<file path="src/rtl/spi_rdy_pkg.sv">
package spi_rdy_pkg;
  localparam logic [7:0] CMD_NULL   = 8'h00;
  localparam logic [7:0] CMD_RESYNC = 8'h0F;
  localparam logic [7:0] CMD_SLOW_A = 8'h01;
  localparam logic [7:0] CMD_SLOW_B = 8'h0E;

  function automatic logic is_slow(input logic [7:0] cmd);
    return (cmd == CMD_SLOW_A) || (cmd == CMD_SLOW_B);
  endfunction

  function automatic logic [7:0] reply_for(input logic [7:0] cmd, input logic [7:0] last);
    if (cmd == CMD_NULL)   return 8'h00;
    if (cmd == CMD_RESYNC) return ~last;
    return cmd;
  endfunction

  function automatic logic [7:0] next_last(input logic [7:0] cmd, input logic [7:0] last);
    return (cmd == CMD_NULL) ? last : cmd;
  endfunction
endpackage

</file>
<file path="src/rtl/spi_rdy_sync.sv">
module spi_rdy_sync #(
  parameter int WIDTH  = 3,
  parameter int STAGES = 2,
  parameter logic [WIDTH-1:0] RST_VAL = '0
) (
  input  logic             clk,
  input  logic             rst_n,
  input  logic [WIDTH-1:0] d_i,
  output logic [WIDTH-1:0] q_o
);
  for (genvar b = 0; b < WIDTH; b++) begin : g_bit
    logic [STAGES-1:0] chain;
    always_ff @(posedge clk or negedge rst_n) begin
      if (!rst_n) chain <= {STAGES{RST_VAL[b]}};
      else        chain <= {chain[STAGES-2:0], d_i[b]};
    end
    assign q_o[b] = chain[STAGES-1];
  end
endmodule

</file>
<file path="src/rtl/spi_rdy_shift.sv">
module spi_rdy_shift #(
  parameter int BITS = 8
) (
  input  logic            clk,
  input  logic            rst_n,
  input  logic            sck_s,
  input  logic            ss_act,
  input  logic            mosi_s,
  input  logic            load_en,
  input  logic [BITS-1:0] load_byte,
  output logic            miso,
  output logic            byte_done,
  output logic [BITS-1:0] rx_byte
);
  localparam int IW = $clog2(BITS);

  logic            sck_d;
  logic [IW-1:0]   bit_idx;
  logic [BITS-1:0] rx_sh, tx_sh, hold_q;
  logic            rise, fall;

  assign rise = ss_act & ~sck_d & sck_s;
  assign fall = ss_act & sck_d & ~sck_s;

  always_ff @(posedge clk or negedge rst_n) begin
    if (!rst_n) begin
      sck_d     <= 1'b1;
      bit_idx   <= '0;
      rx_sh     <= '0;
      tx_sh     <= '0;
      hold_q    <= '0;
      miso      <= 1'b0;
      byte_done <= 1'b0;
      rx_byte   <= '0;
    end else begin
      sck_d     <= sck_s;
      byte_done <= 1'b0;
      if (!ss_act) begin
        bit_idx <= '0;
        rx_sh   <= '0;
      end else if (rise) begin
        rx_sh <= {rx_sh[BITS-2:0], mosi_s};
        if (bit_idx == IW'(BITS-1)) begin
          bit_idx   <= '0;
          byte_done <= 1'b1;
          rx_byte   <= {rx_sh[BITS-2:0], mosi_s};
        end else begin
          bit_idx <= bit_idx + 1'b1;
        end
      end
      if (load_en) begin
        tx_sh  <= load_byte;
        hold_q <= load_byte;
      end else if (!ss_act) begin
        tx_sh <= hold_q;
      end else if (fall) begin
        miso  <= tx_sh[BITS-1];
        tx_sh <= {tx_sh[BITS-2:0], 1'b0};
      end
    end
  end
endmodule

</file>
<file path="src/rtl/spi_rdy_pace.sv">
module spi_rdy_pace
  import spi_rdy_pkg::*;
#(
  parameter int POR_CYCLES = 100000,
  parameter int SHORT_BUSY = 4000,
  parameter int LONG_BUSY  = 2500000
) (
  input  logic       clk,
  input  logic       rst_n,
  input  logic       byte_done,
  input  logic [7:0] rx_byte,
  output logic       rdy,
  output logic       load_en,
  output logic [7:0] load_byte
);
  localparam int MAXC = (POR_CYCLES > LONG_BUSY) ?
                        ((POR_CYCLES > SHORT_BUSY) ? POR_CYCLES : SHORT_BUSY) :
                        ((LONG_BUSY > SHORT_BUSY) ? LONG_BUSY : SHORT_BUSY);
  localparam int CW = $clog2(MAXC + 1);

  logic [CW-1:0] cnt;
  logic [7:0]    last_q, pend_q;

  assign load_en   = !rdy && (cnt == '0) && !byte_done;
  assign load_byte = pend_q;

  always_ff @(posedge clk or negedge rst_n) begin
    if (!rst_n) begin
      rdy    <= 1'b0;
      cnt    <= CW'(POR_CYCLES - 1);
      last_q <= CMD_NULL;
      pend_q <= 8'h00;
    end else if (byte_done) begin
      rdy    <= 1'b0;
      cnt    <= is_slow(rx_byte) ? CW'(LONG_BUSY - 1) : CW'(SHORT_BUSY - 1);
      pend_q <= reply_for(rx_byte, last_q);
      last_q <= next_last(rx_byte, last_q);
    end else if (!rdy) begin
      if (cnt == '0) rdy <= 1'b1;
      else           cnt <= cnt - 1'b1;
    end
  end
endmodule

</file>
<file path="src/rtl/spi_ready_slave.sv">
module spi_ready_slave #(
  parameter int SYNC_STAGES = 2,
  parameter int POR_CYCLES  = 100000,
  parameter int SHORT_BUSY  = 4000,
  parameter int LONG_BUSY   = 2500000
) (
  input  logic clk,
  input  logic rst_n,
  input  logic sck_i,
  input  logic ss_n_i,
  input  logic mosi_i,
  output logic miso_o,
  output logic miso_oe_o,
  output logic rdy_o,
  output logic rdy_oe_o
);
  logic [2:0] sync_q;
  logic       sck_s, ss_n_s, mosi_s, ss_act;
  logic       byte_done, load_en;
  logic [7:0] rx_byte, load_byte;

  spi_rdy_sync #(.WIDTH(3), .STAGES(SYNC_STAGES), .RST_VAL(3'b011)) sync_i (
    .clk(clk), .rst_n(rst_n), .d_i({mosi_i, ss_n_i, sck_i}), .q_o(sync_q)
  );
  assign sck_s  = sync_q[0];
  assign ss_n_s = sync_q[1];
  assign mosi_s = sync_q[2];
  assign ss_act = ~ss_n_s;

  spi_rdy_shift #(.BITS(8)) shift_i (
    .clk(clk), .rst_n(rst_n), .sck_s(sck_s), .ss_act(ss_act), .mosi_s(mosi_s),
    .load_en(load_en), .load_byte(load_byte), .miso(miso_o),
    .byte_done(byte_done), .rx_byte(rx_byte)
  );

  spi_rdy_pace #(.POR_CYCLES(POR_CYCLES), .SHORT_BUSY(SHORT_BUSY), .LONG_BUSY(LONG_BUSY)) pace_i (
    .clk(clk), .rst_n(rst_n), .byte_done(byte_done), .rx_byte(rx_byte),
    .rdy(rdy_o), .load_en(load_en), .load_byte(load_byte)
  );

  assign miso_oe_o = ss_act;
  assign rdy_oe_o  = ~rdy_o;
endmodule

</file>
<file path="config.mk">
export PLATFORM = sky130hd
export DESIGN_NAME = spi_ready_slave
export DESIGN_NICKNAME = d
export VERILOG_FILES = /design/src/rtl/spi_rdy_pkg.sv /design/src/rtl/spi_rdy_sync.sv /design/src/rtl/spi_rdy_shift.sv /design/src/rtl/spi_rdy_pace.sv /design/src/rtl/spi_ready_slave.sv
export SDC_FILE = /design/constraint.sdc
export NUM_CORES = 1
export LEC_CHECK = 0
export BUFFER_PORTS_ARGS = -buffer_cell sky130_fd_sc_hd__buf_2
export CORE_MARGIN = 2
export CORE_UTILIZATION = 50
export DETAILED_ROUTE_END_ITERATION = 6
export GPL_TIMING_DRIVEN = 0
export MAX_ROUTING_LAYER = met4
export PLACE_DENSITY = 0.69
export SLEW_MARGIN = 10
export SYNTH_ARGS = -nofsm -noshare
export SYNTH_HDL_FRONTEND = slang
export SYNTH_HIERARCHICAL = 1
export SYNTH_SLANG_ARGS = --single-unit
</file>
<file path="constraint.sdc">
create_clock -name clk -period 6.6 [get_ports clk]
set_input_delay 0.99 -clock clk [delete_from_list [all_inputs] [get_ports clk]]
set_output_delay 0.99 -clock clk [all_outputs]
set_load 0.02 [all_outputs]
</file>
==> flow_summary.yaml <==
synthesis:
  syn_area_um2: 3860
  yosysMostFrequentCell: "dfrtp_1"
  synthTopCellsByArea: "dfrtp_1 43%, dfstp_2 10%, nand2_1 4.7%"
  yosys-top-cells-count: "67 x dfrtp_1, 48 x nand2_1, 22 x nand3_1"
  ys_types: 53
  synth_edf_count: 0
  synth-main-ff-cell: "dfrtp_1"
  synth_area_per_cell_um2: 10.7
  yosys.area.top_type_share_pct: 43.4
  syn_nets: 368
  synth_seq_cells: 82
  yosysWarnings: 6
  synthCells: 360
  async_flop_share_pct: 100
  synth_top_cell_by_area: "dfrtp_1"
  ys_seq_area_share_pct: 53.6
routing:
  ant_nets: 0
  dr.pass1.iters: 4
  routedWlPerCell_um: 15.1
  wl_mm: 7.37
  drtIter0Drc: 257
  route.detailed.drc: 0
  route.vias.total: 2723
  viasPerCell: 5.59
grt:
  gr-total-overflow: 0
  grt_pass1_vias: 2698
  grt_pass1_wl_mm: 12.9
  grt_max_degree: 45
  track_usage_pct: 19.7
  antenna_found_initial: 0
sta:
  finalMaxSlewViolations: 0
  finalCritPeriodShare_pct: 45.6
  grt_setup_unrepaired: "false"
  fmax_mhz: 332
  finalSetupViolCount: 0
  tightestPinTransition_ns: 0.789
  slew_headroom_pct: 46.9
  hold_violations: 0
  period_minus_slack_ns: 3.01
  skew_ns: 0.0105
  tns_ns: 0
pwr:
  p_int_w: 0.000710
  combPwrFrac_pct: 3.0
  cellPowerDensity_nw_per_um2: 212
  p_leak_nw: 2.11
  ir_drop_mv: 0.124
  power_switching_w: 0.000194
  clockPowerShare_pct: 40.8
  swShare_pct: 21.4
  p_seq_share_pct: 56.3
worst_setup_path:
  critPathKind: "reg2reg"
  critPathLaunch: "pace_i/cnt[6]$_DFFE_PN0P_"
  crit_path_end_kind: "flop"
  crit_path_end: "shift_i/tx_sh[0]$_DFFE_PN0P_"
  r2r_slack_ns: 3.59
  rr_startpoint: "pace_i/cnt[6]$_DFFE_PN0P_"
  r2r_end: "shift_i/tx_sh[0]$_DFFE_PN0P_"
  start_kind: "flop"
  r2r_cells: 11
  worstPathRequired_ns: 6.84
  cp.arrival_ns: 3.25
  worstPathMaxFanout: 9
cells_and_area:
  drive_above_1_share_pct: 23.6
  n_antenna_cell: 0
  multiInputGateArea_um2: 1620
  nets: 388
  regArea_um2: 2070
  fill_cells: 654
  final_util_pct: 56.0
  syn2layout_area_growth_pct: 10.2
outcome:
  status: "finished clean"
floorplanning:
  start_util_pct: 50.8
  rows: 32
  die_h_um: 91.9
  dieArea_um2: 8440
  core_area_um2: 7610
  ios: 9
  die_w_um: 91.9
clocking:
  cts_tree: "done"
  numCtsBuffers: 9
  path_clk_slew_ns: 0.08
  cts_hold_buf: 0
  cts.root.buffer_cell: "clkbuf_8"
  clock_path_buffers: 2
  h-tree-depth: 3
  cts_setup_buffers: 0
  cts_resized: 0
  insertion_delay_ns: 0.34
  cts.sinks: 82
placement:
  dp_hpwl_mm: 5.08
  io_buffers: 8
  gp_congestion: 0.843
worst_hold_path:
  hold_path.class: "reg2reg"
job:
  drv_cap: 0
## state kept, by name, indices dropped and copies added (netlist names)
register	flops
shift_i/sck_d	1
shift_i/rx_byte	8
shift_i/rx_sh	7
pace_i/load_byte	8
shift_i/tx_sh	8
pace_i/last_q	8
sync_i/g_bit.chain	6
shift_i/hold_q	8
shift_i/miso	1
shift_i/bit_idx	3
shift_i/byte_done	1
pace_i/cnt	22
pace_i/rdy	1
## layer usage
metal	part of all wire [%]	global-route usage, %	up-vias
met3	2.6	3.94	9
met2	46	29.2	32
li1	-	-	1326
met1	50	27.8	1356
met5	0	-	-
met4	1.2	5.97	0
## logic make-up (layout without fill, tap and decap cells)
| logic type | after synthesis | count (layout) | synth area share, % |
|---|---|---|---|
| and+or+nand+nor | 141 | 141 | 19.3 |
| DFF | 82 | 82 | 53.6 |
| AOI/OAI and AO/OA | 63 | 63 | 10.7 |
| buffers and inverters | 34 | 59 | 4.50 |
| muxes | 30 | 30 | 9.30 |
| xor gates and xnor gates | 7 | 7 | 1.59 |
| adders and majority gates | 3 | 3 | 0.972 |
## power groups by stage
stage               Combinational [W]  Sequential (W)  Clock [W]
floorplan                   0.0000118        0.000518          0
global placement            0.0000258        0.000518          0
detailed placement          0.0000281        0.000518          0
CTS                         0.0000281        0.000509   0.000379
global route                0.0000307        0.000509   0.000403
finish                      0.0000268        0.000509   0.000369
## stage by stage
stage | instance area [µm²] | hold WS [ns] | setup WS, ns | total power [W] | std cells
after floorplan | 3860 | 0.331 | 4.02 | 0.000530 | 360
after global placement | 4030 | 0.333 | 3.62 | 0.000544 | 470
after CTS | 4260 | 0.352 | 3.59 | 0.000916 | 487
after detailed placement | 4050 | 0.335 | 3.59 | 0.000546 | 471
after global routing | 4260 | 0.361 | 3.41 | 0.000943 | 487
final | 4260 | 0.351 | 3.59 | 0.000904 | 487
## placed cells by master (no fill, tap or decap), types with 4 or more instances in the layout
cell type / instances
dfrtp_1: 67
nand2_1: 48
nand3_1: 22
o21ai_0: 21
nor2_1: 18
dfstp_2: 15
mux2_2: 15
buf_2: 13
a21oi_1: 12
clkbuf_8: 11
clkbuf_1: 11
inv_1: 10
nor3_1: 10
o211ai_1: 9
nor4_1: 8
mux2_4: 8
xor2_1: 7
mux2i_1: 7
buf_4: 5
or4_1: 5
a22o_1: 4
## worst max-delay path: stages (launching register included)
cell	delay, ns
dfrtp_1	0.38
buf_6	0.13
or4_4	0.51
nor4_1	0.71
nand2_1	0.11
nor2_1	0.17
buf_4	0.21
nor2b_2	0.06
buf_6	0.13
and2_1	0.13
clkbuf_2	0.17
a21o_1	0.20
## how the worst min path moves through the flow
stage,startpoint,to,depth (start not counted)
2_1_floorplan,sync_i/g_bit[2].chain[0]$_DFF_PN0_,sync_i/g_bit[2].chain[1]$_DFF_PN0_,0
3_3_place_gp,sync_i/g_bit[2].chain[0]$_DFF_PN0_,sync_i/g_bit[2].chain[1]$_DFF_PN0_,0
3_5_place_dp,sync_i/g_bit[2].chain[0]$_DFF_PN0_,sync_i/g_bit[2].chain[1]$_DFF_PN0_,0
4_1_cts,sync_i/g_bit[2].chain[0]$_DFF_PN0_,sync_i/g_bit[2].chain[1]$_DFF_PN0_,0
5_1_grt,sync_i/g_bit[2].chain[0]$_DFF_PN0_,sync_i/g_bit[2].chain[1]$_DFF_PN0_,0
6_report,sync_i/g_bit[2].chain[0]$_DFF_PN0_,sync_i/g_bit[2].chain[1]$_DFF_PN0_,0
## cell type report
class	count	share of cell area, %
Buffer	24	3.20
Clock buffer	12	3.64
Clock inverter	4	1.18
Inverter	10	0.882
Multi-Input combinational cell	244	38.0
Sequential cell	82	48.6
Tap cell	102	3.00
Timing Repair Buffer	9	1.47
Power figures use the tool's default switching activity.
